<file path="src/rtl/rxq_pkg.sv">
package rxq_pkg;

    localparam int unsigned CHAR_W = 8;

    // One stored character with the error bits that travel with it
    typedef struct packed {
        logic [CHAR_W-1:0] data;
        logic              perr;
        logic              ferr;
    } rxq_entry_t;

    // Sticky flags presented to the CPU
    typedef struct packed {
        logic framing;
        logic parity;
        logic overrun;
    } rxq_sticky_t;

    // Ring index increment for a depth that need not be a power of two
    function automatic int unsigned ring_next(int unsigned idx, int unsigned depth);
        return (idx + 1 >= depth) ? 0 : idx + 1;
    endfunction

endpackage

</file>
<file path="src/rtl/rxq_store.sv">
module rxq_store
    import rxq_pkg::*;
#(
    parameter int unsigned DEPTH = 16,
    localparam int unsigned AW = (DEPTH > 1) ? $clog2(DEPTH) : 1,
    localparam int unsigned CW = $clog2(DEPTH + 1)
) (
    input  logic          clk,
    input  logic          rst,
    input  logic          flush,
    input  logic          push,
    input  logic          pop,
    input  logic          ovw,
    input  rxq_entry_t    wr_entry,
    output rxq_entry_t    head_entry,
    output logic [CW-1:0] count
);

    rxq_entry_t    mem [DEPTH];
    logic [AW-1:0] wr_ptr;
    logic [AW-1:0] rd_ptr;

    always_ff @(posedge clk) begin
        if (rst || flush) begin
            wr_ptr <= '0;
            rd_ptr <= '0;
            count  <= '0;
        end else begin
            if (ovw) begin
                mem[rd_ptr] <= wr_entry;
            end else begin
                if (push) begin
                    mem[wr_ptr] <= wr_entry;
                    wr_ptr <= AW'(ring_next(int'(wr_ptr), DEPTH));
                end
                if (pop) begin
                    rd_ptr <= AW'(ring_next(int'(rd_ptr), DEPTH));
                end
                case ({push, pop})
                    2'b10:   count <= count + 1'b1;
                    2'b01:   count <= count - 1'b1;
                    default: count <= count;
                endcase
            end
        end
    end

    assign head_entry = (count != '0) ? mem[rd_ptr] : '0;


    count_in_cap_chk: assert property (@(posedge clk) disable iff (rst)
        count <= CW'(DEPTH));


    push_grows_chk: assert property (@(posedge clk) disable iff (rst)
        (push && !pop && !flush && !ovw) |=> (count == $past(count) + 1'b1));

endmodule

</file>
<file path="src/rtl/rxq_flags.sv">
module rxq_flags
    import rxq_pkg::*;
(
    input  logic        clk,
    input  logic        rst,
    input  logic        flush,
    input  logic        head_valid,
    input  logic        head_change,
    input  logic        head_perr,
    input  logic        head_ferr,
    input  logic        ovr_event,
    input  logic        status_rd,
    output rxq_sticky_t sticky
);

    logic head_seen;
    logic head_fresh;

    // Errors of a character are latched once, in the cycle after it reaches the head
    assign head_fresh = head_valid && !head_seen;

    always_ff @(posedge clk) begin
        if (rst || flush) begin
            sticky    <= '0;
            head_seen <= 1'b0;
        end else begin
            sticky.overrun <= ovr_event || (sticky.overrun && !status_rd);
            sticky.parity  <= (head_fresh && head_perr) || (sticky.parity && !status_rd);
            sticky.framing <= (head_fresh && head_ferr) || (sticky.framing && !status_rd);
            head_seen      <= head_change ? 1'b0 : head_valid;
        end
    end


    ovr_sets_chk: assert property (@(posedge clk) disable iff (rst)
        (ovr_event && !flush) |=> sticky.overrun);


    ovr_clears_chk: assert property (@(posedge clk) disable iff (rst)
        (status_rd && !ovr_event) |=> !sticky.overrun);


    flush_drops_chk: assert property (@(posedge clk) disable iff (rst)
        flush |=> (sticky == '0));

endmodule

</file>
<file path="src/rtl/rx_char_queue.sv">
module rx_char_queue
    import rxq_pkg::*;
#(
    parameter int unsigned DEPTH = 16,
    localparam int unsigned CW = $clog2(DEPTH + 1)
) (
    input  logic              clk,
    input  logic              rst,
    input  logic              fifo_mode,
    input  logic              fifo_clear,
    input  logic              char_valid,
    input  logic [CHAR_W-1:0] char_data,
    input  logic              char_perr,
    input  logic              char_ferr,
    input  logic              rd_data_stb,
    input  logic              rd_status_stb,
    output logic [CHAR_W-1:0] head_data,
    output logic              st_ready,
    output logic              st_overrun,
    output logic              st_parity,
    output logic              st_framing,
    output logic              queue_full
);

    logic          mode_q;
    logic          flush;
    logic [CW-1:0] count;
    logic [CW-1:0] cap;
    logic          at_cap;
    logic          accept;
    logic          do_pop;
    logic          do_push;
    logic          do_ovw;
    logic          ovr_event;
    rxq_entry_t    wr_entry;
    rxq_entry_t    head_entry;
    rxq_sticky_t   sticky;

    // A mode switch empties the queue, as an explicit clear does
    always_ff @(posedge clk) begin
        if (rst) mode_q <= fifo_mode;
        else     mode_q <= fifo_mode;
    end

    assign flush     = fifo_clear || (fifo_mode != mode_q);
    assign cap       = fifo_mode ? CW'(DEPTH) : CW'(1);
    assign at_cap    = (count >= cap);
    assign accept    = char_valid && !flush;
    assign do_pop    = rd_data_stb && (count != '0) && !flush;
    assign do_push   = accept && (!at_cap || do_pop);
    assign ovr_event = accept && at_cap && !do_pop;
    assign do_ovw    = ovr_event && !fifo_mode;

    assign wr_entry = '{data: char_data, perr: char_perr, ferr: char_ferr};

    rxq_store #(.DEPTH(DEPTH)) u_store (
        .clk        (clk),
        .rst        (rst),
        .flush      (flush),
        .push       (do_push),
        .pop        (do_pop),
        .ovw        (do_ovw),
        .wr_entry   (wr_entry),
        .head_entry (head_entry),
        .count      (count)
    );

    rxq_flags u_flags (
        .clk         (clk),
        .rst         (rst),
        .flush       (flush),
        .head_valid  (count != '0),
        .head_change (do_pop || do_ovw),
        .head_perr   (head_entry.perr),
        .head_ferr   (head_entry.ferr),
        .ovr_event   (ovr_event),
        .status_rd   (rd_status_stb),
        .sticky      (sticky)
    );

    assign head_data  = head_entry.data;
    assign st_ready   = (count != '0);
    assign st_overrun = sticky.overrun;
    assign st_parity  = sticky.parity;
    assign st_framing = sticky.framing;
    assign queue_full = (count == cap);


    ready_after_store_chk: assert property (@(posedge clk) disable iff (rst)
        (do_push && !flush) |=> st_ready);


    full_keeps_count_chk: assert property (@(posedge clk) disable iff (rst)
        (fifo_mode && ovr_event && fifo_mode == mode_q && !fifo_clear) |=> $stable(count));


    overwrite_head_chk: assert property (@(posedge clk) disable iff (rst)
        do_ovw |=> (head_data == $past(char_data)));


    empty_read_noop_chk: assert property (@(posedge clk) disable iff (rst)
        (rd_data_stb && !st_ready && !char_valid) |=> !st_ready);

endmodule

</file>
<file path="config.mk">
export PLATFORM = sky130hd
export DESIGN_NAME = rx_char_queue
export DESIGN_NICKNAME = d
export VERILOG_FILES = /design/src/rtl/rxq_pkg.sv /design/src/rtl/rxq_store.sv /design/src/rtl/rxq_flags.sv /design/src/rtl/rx_char_queue.sv
export SDC_FILE = /design/constraint.sdc
export NUM_CORES = 1
export LEC_CHECK = 0
export BUFFER_PORTS_ARGS = -buffer_cell sky130_fd_sc_hd__buf_4
export CAP_MARGIN = 0
export CORE_ASPECT_RATIO = 0.75
export CORE_MARGIN = 1.5
export CORE_UTILIZATION = 50
export CTS_CLUSTER_DIAMETER = 50
export DETAILED_ROUTE_END_ITERATION = 7
export PLACE_DENSITY = 0.67
export REMOVE_ABC_BUFFERS = 1
export SYNTH_ARGS = -nofsm -noshare
export SYNTH_HDL_FRONTEND = slang
export SYNTH_SLANG_ARGS = --single-unit
</file>
<file path="constraint.sdc">
create_clock -name clk -period 7.15 [get_ports clk]
set_input_delay 0.3575 -clock clk [delete_from_list [all_inputs] [get_ports clk]]
set_output_delay 0.3575 -clock clk [all_outputs]
set_load 0.01 [all_outputs]
</file>
==> impl_metrics.csv, run 1 <==
group,metric,value,unit
die,coreArea,14600,µm²
synthesis,synth_area_per_cell,17.7,µm²
routing,wirelength,16400,µm
pwr,p_leak,2.71,nW
synthesis,ys_types,45,
routing,route.met3.wl,1510,µm
clocking,cts_hold_buffers,0,
finish,diodes,0,
synthesis,synth_area_leaders,"edfxtp_1 64%, mux4_2 14%, dfxtp_1 5.8%",
die,dieWidth,145,µm
routing,highest_layer,"met4",
synthesis,synth_warnings,0,
place,dp_hpwl,10900,µm
setup_path,end_kind,"flop",
synthesis,synth_top_family_by_area,"multiplexers",
clocking,cts_made_buffers,17,
sta,clock_skew,0.0108,ns
setup_path,critical_path_class,"flop to flop",
place,placed_area,8020,µm²
routing,ant_nets,0,
clocking,post_cts_buffers,0,
place,gp_congestion,0.887,
setup_path,worstPathArrival,3.61,ns
die,die-area,15800,µm²
outcome,status,"completed",
synthesis,synth_mux_area_share,15.1,%
synthesis,yosysTopAreaCell,"edfxtp_1",
sta,rsz0062_at_grt,"false",
routing,wl_per_cell,24.3,µm
synthesis,seq_area_frac_synth,69.6,%
finish,layout-drive-gt1-share,26.3,%
setup_path,cp_max_fo,14,
sta,slew_headroom,22.6,%
synthesis,synth-edff-count,160,
place,dp_slack,3.62,ns
pwr,powerDensity,250,nW/µm²
routing,drtPass1Iterations,5,
routing,drc,0,
sta,min_period,3.57,ns
hold_path,hold_class,"primary input to flop",
clocking,tritoncts,"built",
grt,grt_pass1_vias,3987,
synthesis,synth_xor_area_share,0.697,%
finish,mostFrequentLayoutCells,"160 x edfxtp_1, 48 x mux4_2, 36 x buf_4",
die,num_rows,38,
finish,syn2layout_area_growth,14.7,%
routing,wl_met1,7420,µm
finish,fillerInstances,1099,
routing,via_per_inst,6.09,
clocking,cts.clk_slew.worst_paths,0.06,ns
sta,period_share,50.0,%
sta,setup_ws,3.58,ns
die,num_io_pins,30,
routing,vias,4120,
routing,drt_iter0_markers,494,
job,max_cap_viol_count,0,
routing,wl_met2,7260,µm
synthesis,synthSimpleGateAreaFrac,6.96,%
synthesis,synth_compound_area_share,4.72,%
synthesis,synth_fa_ha_area_share,1.43,%
synthesis,synthArstFlopShare,0,%
grt,grt.total_usage,22.9,%
grt,grt_max_degree,41,
sta,hold_violations,0,
die,start_util,51.6,%
clocking,clkLatencyLatePin,0.42,ns
clocking,root_buffer,"clkbuf_16",
grt,grt_antenna_before_repair,0,
finish,layout_commonest_cell,"edfxtp_1",
clocking,cts_htree_levels,4,
setup_path,required,7.19,ns
synthesis,ys_ff_latch,182,
clocking,ctsLongestPathBuffers,2,
sta,timing.setup.tns,0,ns
clocking,cts.repair.resized,0,
clocking,cts.sinks,182,
place,place.port_buffers,29,
pwr,peakVddDrop,0.000180,V
synthesis,syn_area,7540,µm²
grt,grt_first_pass_wirelength,24600,µm
finish,nNetsFinal,488,
synthesis,synthCells,425,
finish,postLayoutCellArea,8640,µm²
grt,grt_overflow,0,
synthesis,synth_ff_type,"edfxtp_1",
synthesis,netlist.area_leader.share,63.8,%
sta,drv_slew,0,
sta,setup_viol,0,
sta,tightestPinTransition,1.16,ns
sta,clock.fmax,0.280,GHz
die,die_h,109,µm
setup_path,crit_path_start_kind,"flop",
cell families (layout without fill, tap and decap cells):
logic type,Yosys count,in the layout
XOR/XNOR,6,6
flip-flops,182,182
AND/OR/NAND/NOR,100,100
AO/OA/AOI/OAI,49,49
adder cells (fa/ha/maj),8,8
buffers and inverters,26,77
multiplexers,54,54
worst max-delay path: stages (launching register included):
cell     delay [ns]
dfxtp_1        0.49
inv_1          0.16
ha_1           0.31
or3b_1         0.40
o22a_4         0.22
a21o_1         0.35
or3_1          0.41
a21oi_1        0.84
registers in the layout, summed over array words and instances (netlist names), named ones only:
name,flops
u_flags.head_seen,1
u_flags.sticky,3
u_store.wr_ptr,4
u_store.mem,160
mode_q,1
u_store.rd_ptr,4
u_store.count,5
area by class of cell:
| class | count | area [µm²] | area share (%) |
|---|---|---|---|
| repair buffers | 36 | 270 | 3.13 |
| clock buffers | 26 | 576 | 6.66 |
| flip-flops and latches | 182 | 5250 | 60.7 |
| multi-input cells | 217 | 2220 | 25.7 |
| clock inverters | 6 | 45.0 | 0.521 |
| well taps | 200 | 250 | 2.89 |
| inverters | 9 | 33.8 | 0.391 |
power breakdown:
group          leakage, nW  total (W)  internal [W]  switching, W
registers             1.62    0.00116       0.00116    0.00000131
logic                0.785  0.0000530     0.0000175     0.0000355
clock network        0.308   0.000953      0.000563      0.000390
total                 2.71    0.00216       0.00174      0.000427
layer usage:
metal / GRT usage, % / up-vias
met3: 7.27 / 22
met1: 34.6 / 2119
li1: - / 1800
met2: 32.1 / 179
met5: 0 / -
met4: 6.20 / 0
cells in the mapped netlist (2+ instances only):
library cell	number
a21o_1	3
clkbuf_1	11
and3_1	4
mux4_2	48
o21ai_0	4
nor4_1	3
nand2b_1	8
edfxtp_1	160
buf_2	4
xnor2_1	3
ha_1	7
nor3_1	8
nand2_1	14
nor2_1	22
o22ai_1	3
a21oi_1	14
a22o_1	2
xor2_1	3
a22oi_1	6
nor2b_1	12
inv_1	9
nand3_1	12
dfxtp_1	22
or3_1	11
o32ai_1	5
a31oi_1	3
mux2i_1	6
metrics by stage:
stage | utilization [%] | std cells | hold slack (ns) | power [W]
final | 59.2 | 676 | 0.112 | 0.00216
after global routing | 59.2 | 676 | 0.0971 | 0.00222
after floorplan | - | 408 | 0.385 | 0.00120
after global placement | 55.0 | 644 | 0.489 | 0.00123
after detailed placement | 55.0 | 644 | 0.510 | 0.00123
after CTS | 59.2 | 676 | 0.0950 | 0.00217
path summary, 6_finish.rpt:
kind | cells past startpoint | slack, ns | start | end
max | 7 | 3.58 | u_store.count[0] | u_store.mem[1][4]
min | 1 | 0.11 | fifo_mode | mode_q
max reg2reg | 7 | 3.58 | u_store.count[0] | u_store.mem[1][4]
min reg2reg | 2 | 0.52 | u_store.count[3] | u_store.count[3]
(Power assumes the default switching activity.)
==> run 2: changes to the inputs <==
- clock period: 7.15 -> 3.4 ns (I/O delays scaled with it)
==> impl_metrics.csv, run 2 (same netlist as run 1, synthesis figures left out) <==
group,metric,value,unit
routing,wl_per_cell,23.1,µm
setup_path,reg2reg_depth,7,
grt,grt_max_degree,38,
pwr,peakVddDrop,0.000373,V
pwr,p_seq_share,55.5,%
clocking,cts_hold_buffers,2,
grt,met3_usage,6.18,%
pwr,p_leak,2.77,nW
sta,clock.fmax,0.330,GHz
pwr,power_frac_comb,2.4,%
sta,hold_violations,0,
die,coreArea,14600,µm²
setup_path,worstPathArrival,3.17,ns
routing,via_per_inst,5.98,
pwr,powerDensity,502,nW/µm²
place,place.port_buffers,29,
place,dp_slack,0.376,ns
routing,ant_nets,0,
clocking,ctsLongestPathBuffers,2,
die,die-area,15800,µm²
clocking,cts_made_buffers,17,
pwr,p_int,0.00353,W
finish,nNetsFinal,508,
finish,diodes,0,
grt,top_usage_layer,"met2",
routing,drt_iter0_markers,320,
routing,vias,4148,
finish,reg_top3,"u_store.mem (160), u_store.count (5)",
place,dp_hpwl,10500,µm
routing,drc,0,
finish,fillerInstances,1087,
sta,min_period,3.03,ns
die,dieWidth,145,µm
clocking,cts.sinks,182,
setup_path,critical_path_class,"flop to flop",
finish,largest_reg_flops,160,
clocking,tritoncts,"built",
finish,syn2layout_area_growth,15.9,%
grt,grtUsageMet2,33.6,%
grt,use_met1,32.4,%
clocking,clkLatencyLatePin,0.43,ns
hold_path,hold_depth,1,
routing,wirelength,16100,µm
grt,grt_antenna_before_repair,0,
clocking,cts.repair.resized,0,
outcome,status,"completed",
sta,period_share,89.3,%
clocking,root_buffer,"clkbuf_16",
die,num_rows,38,
setup_path,required,3.54,ns
die,num_io_pins,30,
grt,grt.total_usage,22.7,%
sta,setup_viol,0,
pwr,fin_total_pwr,0.00438,W
grt,grt_overflow,0,
clocking,cts_htree_levels,4,
setup_path,crit_path_start_kind,"flop",
pwr,switching_power,0.000850,W
setup_path,end_kind,"flop",
die,die_h,109,µm
sta,setup_ws,0.365,ns
sta,rsz0062_at_grt,"false",
pwr,p_clk_share,42.0,%
clocking,cts.clk_slew.worst_paths,0.06,ns
sta,slew_headroom,35.9,%
sta,clock_skew,0.00674,ns
routing,drtPass1Iterations,5,
pwr,swShare,19.4,%
finish,layout-drive-gt1-share,28.1,%
job,max_cap_viol_count,0,
sta,timing.setup.tns,0,ns
finish,layout_commonest_cell,"edfxtp_1",
die,start_util,51.6,%
place,gp_congestion,0.884,
clocking,post_cts_buffers,0,
setup_path,cp_max_fo,14,
grt,grt_pass1_vias,4118,
sta,drv_slew,0,
finish,mostFrequentLayoutCells,"160 x edfxtp_1, 53 x buf_4, 48 x mux4_2",
hold_path,hold_class,"primary input to flop",
sta,tightestPinTransition,0.960,ns
finish,regMostFlops,"u_store.mem",
grt,grt_first_pass_wirelength,24600,µm
run 2: cell count changes in the layout (fill, tap and decap cells not counted), moves of 2 or more:
cell / delta
clkbuf_16: -5
buf_4: +17
clkinv_1: +3
dlygate4sd3_1: +2
clkinv_2: +2
bufinv_16: +2
inv_4: -3
clkinvlp_4: +2
run 2: power groups by stage:
stage / combinational [W] / sequential [W] / clock [W]
after floorplan: 0.0000415 / 0.00248 / 0
after global placement: 0.000104 / 0.00248 / 0
after detailed placement: 0.000105 / 0.00248 / 0
after CTS: 0.000107 / 0.00243 / 0.00187
after global routing: 0.000118 / 0.00243 / 0.00196
final: 0.000107 / 0.00243 / 0.00184
run 2: metal layers:
layer  vias to the layer above  wire length [µm]
li1                       1836                 -
met1                      2147              7320
met2                       148              7380
met3                        17              1120
met4                         0               236
met5                         -                 0
run 2: path summary, 6_finish.rpt:
kind	from	endpoint	slack [ns]
setup / recovery	u_store.count[0]	u_store.mem[5][8]	0.37
setup reg to reg	u_store.count[0]	u_store.mem[5][8]	0.37
hold reg to reg	u_store.count[2]	u_store.count[2]	0.53
hold / removal	char_data[2]	u_store.mem[14][4]	0.05
run 2: area by class of cell:
type / instances / area, µm² / area share [%]
clock inverters: 11 / 110 / 1.26
inverters: 9 / 33.8 / 0.387
repair buffers: 56 / 438 / 5.01
well taps: 200 / 250 / 2.86
multi-input cells: 217 / 2220 / 25.5
clock buffers: 19 / 433 / 4.96
flip-flops and latches: 182 / 5250 / 60.1
run 2: metrics by stage:
| stage | util (%) | std cells | area [µm²] | hold WS (ns) |
|---|---|---|---|---|
| 2_1_floorplan | - | 408 | 7460 | 0.198 |
| 3_3_place_gp | 56.0 | 662 | 8170 | 0.345 |
| 3_5_place_dp | 56.0 | 662 | 8170 | 0.350 |
| 4_1_cts | 59.8 | 694 | 8730 | 0.0329 |
| 5_1_grt | 59.8 | 694 | 8730 | 0.0509 |
| 6_report | 59.8 | 694 | 8730 | 0.0488 |
run 2: worst max-delay path, cell delays in order, from the launching register on:
cell	delay, ns
dfxtp_1	0.48
inv_1	0.16
ha_1	0.31
or3b_1	0.39
o22a_4	0.23
a21o_1	0.36
o32ai_2	0.55
buf_4	0.27
==> run 3: changes to the inputs <==
- ABC_AREA: not set -> 1
==> impl_metrics.csv, run 3 <==
group,metric,value,unit
sta,rsz0062_at_grt,"false",
clocking,cts.clk_slew.worst_paths,0.06,ns
synthesis,synth_area_per_cell,11.8,µm²
synthesis,synth-edff-count,160,
sta,whs,0.0228,ns
clocking,cts_htree_levels,4,
pwr,p_seq_share,54.5,%
hold_path,hold_depth,4,
synthesis,netlist.area_leader.share,63.2,%
clocking,cts_made_buffers,17,
pwr,p_int,0.00361,W
pwr,powerDensity,513,nW/µm²
setup_path,cp-endpoint,"u_store.mem[11][4]",
pwr,power_frac_comb,2.6,%
sta,slew_headroom,46.5,%
synthesis,synthCells,644,
grt,grt_antenna_before_repair,0,
synthesis,synth.most_common_cell,"edfxtp_1",
die,coreArea,14600,µm²
pwr,switching_power,0.000853,W
sta,tightestPinTransition,0.803,ns
die,dieWidth,145,µm
pwr,p_leak,3.03,nW
place,place.port_buffers,29,
setup_path,reg2reg_depth,13,
setup_path,worstPathArrival,2.91,ns
place,placedCellCount,866,
sta,drv_slew,0,
setup_path,critical_path_class,"flop to flop",
finish,post-route-util,59.5,%
finish,diodes,0,
clocking,root_buffer,"clkbuf_16",
routing,vias,5107,
routing,ant_nets,0,
routing,drt_iter0_markers,600,
synthesis,seq_area_frac_synth,69.0,%
place,placed_area,8130,µm²
finish,reg_top3,"u_store.mem (160), u_store.count (5)",
die,num_rows,38,
pwr,p_clk_share,43.0,%
grt,top_usage_layer,"met2",
setup_path,end_kind,"flop",
setup_path,r2r_start,"u_store.count[0]",
setup_path,reg2reg_to,"u_store.mem[11][4]",
finish,largest_reg_flops,160,
synthesis,ys_ff_latch,182,
die,start_util,51.9,%
finish,postLayoutCellArea,8710,µm²
die,die-area,16000,µm²
setup_path,startpoint,"u_store.count[0]",
sta,setup_viol,0,
clocking,cts.sinks,182,
clocking,clkLatencyLatePin,0.43,ns
job,max_cap_viol_count,0,
sta,clock.fmax,0.361,GHz
grt,grt.total_usage,23.2,%
setup_path,cp_max_fo,8,
finish,regMostFlops,"u_store.mem",
synthesis,synth_ff_type,"edfxtp_1",
setup_path,required,3.54,ns
sta,period_share,81.5,%
clocking,post_cts_buffers,0,
grt,grt_pass1_vias,4717,
finish,mostFrequentLayoutCells,"160 x edfxtp_1, 134 x nor2_1, 81 x o21ai_0",
place,gp_congestion,0.871,
synthesis,ys_types,33,
grt,met3_usage,5.60,%
pwr,swShare,19.1,%
setup_path,crit_path_start_kind,"flop",
sta,hold_violations,0,
routing,drc,0,
synthesis,synth_common_cells,"160 x edfxtp_1, 134 x nor2_1, 81 x o21ai_0, 40 x nand2_1",
grt,grtUsageMet2,35.6,%
synthesis,synth_area_leaders,"edfxtp_1 63%, nor2_1 6.6%, dfxtp_1 5.8%",
grt,grt_first_pass_wirelength,26800,µm
routing,via_per_inst,5.68,
grt,grt_overflow,0,
finish,nNetsFinal,711,
place,dp_hpwl,10800,µm
sta,min_period,2.77,ns
sta,clock_skew,0.0105,ns
synthesis,yosysTopAreaCell,"edfxtp_1",
synthesis,syn_area,7600,µm²
die,die_h,110,µm
routing,wl_per_cell,19.6,µm
finish,layout_commonest_cell,"edfxtp_1",
pwr,peakVddDrop,0.000369,V
die,num_io_pins,30,
hold_path,hold_class,"primary input to flop",
routing,drtPass1Iterations,5,
finish,layout-drive-gt1-share,15.3,%
outcome,status,"completed",
clocking,ctsLongestPathBuffers,2,
clocking,tritoncts,"built",
finish,syn2layout_area_growth,14.6,%
synthesis,synthArstFlopShare,0,%
finish,finalNonFillerCells,899,
grt,grt_max_degree,83,
synthesis,synth_warnings,0,
grt,use_met1,32.9,%
setup_path,r2r_slack,0.63,ns
routing,wirelength,17600,µm
finish,fillerInstances,1186,
run 3: cell count changes after synthesis, sizes merged, moves of 18 or more:
cell    before  now
nor2        22  137
o21ai        4   97
mux4        48    0
nand2       14   48
nand3       12   35
inv          9   31
o221ai       0   18
run 3: worst min path at each step:
stage             startpoint           endpoint  slack, ns
2_1_floorplan      fifo_mode             mode_q       0.20
3_3_place_gp       fifo_mode             mode_q       0.29
3_5_place_dp       fifo_mode             mode_q       0.29
4_1_cts        rd_status_stb  u_flags.sticky[0]       0.01
5_1_grt        rd_status_stb  u_flags.sticky[2]       0.06
6_report       rd_status_stb  u_flags.sticky[0]       0.02
run 3: stage by stage:
stage	power (W)	setup TNS [ns]	setup slack [ns]
after floorplan	0.00253	-0.702	-0.0941
after global placement	0.00259	0	0.831
after detailed placement	0.00259	0	0.692
after CTS	0.00449	0	0.679
after global routing	0.00459	0	0.395
final	0.00447	0	0.629
run 3: power groups by stage:
stage / Sequential (W) / Combinational (W) / Clock [W]
6_report: 0.00243 / 0.000115 / 0.00192
3_3_place_gp: 0.00248 / 0.000109 / 0
5_1_grt: 0.00243 / 0.000126 / 0.00203
2_1_floorplan: 0.00248 / 0.0000484 / 0
4_1_cts: 0.00243 / 0.000114 / 0.00195
3_5_place_dp: 0.00248 / 0.000113 / 0
run 3: cell type report:
type                       instances  area, µm²  area share [%]
sequential                       182       5250            60.2
clock buffer                      22        444            5.10
inverter                          33        124            1.42
tap                              200        250            2.87
clock inverter                    10        129            1.48
multi-input combinational        397       2090            24.0
timing repair buffer              55        428            4.91
run 3: cells by family after synthesis:
| logic type | after synthesis | share of synthesized area [%] |
|---|---|---|
| flops | 182 | 69.0 |
| buf+inv | 65 | 3.49 |
| simple gates | 225 | 13.2 |
| fa+ha+maj | 8 | 1.42 |
| compound gates | 160 | 12.4 |
| xor+xnor | 4 | 0.461 |
run 3: timing repair:
| action | in CTS | in global routing |
|---|---|---|
| endpoints found under the hold margin | 1 | 0 |
| hold buffers | 1 | 0 |
| resized for setup | 0 | 0 |
run 3: worst max-delay path, stage by stage, from the launching register on:
cell     delay (ns)
dfxtp_1        0.39
inv_1          0.11
ha_1           0.28
inv_1          0.03
nor2_1         0.10
nand3_1        0.11
nand3_1        0.18
nand2_4        0.11
nor2_1         0.21
nand3_1        0.12
nand2_2        0.14
nand3_2        0.11
nor2_1         0.34
buf_4          0.23
run 3: metal layers:
layer | vias to the layer above | wire length (µm)
met1 | 2514 | 8180
met4 | 0 | 178
met3 | 17 | 1240
li1 | 2404 | -
met5 | - | 0
met2 | 172 | 8010
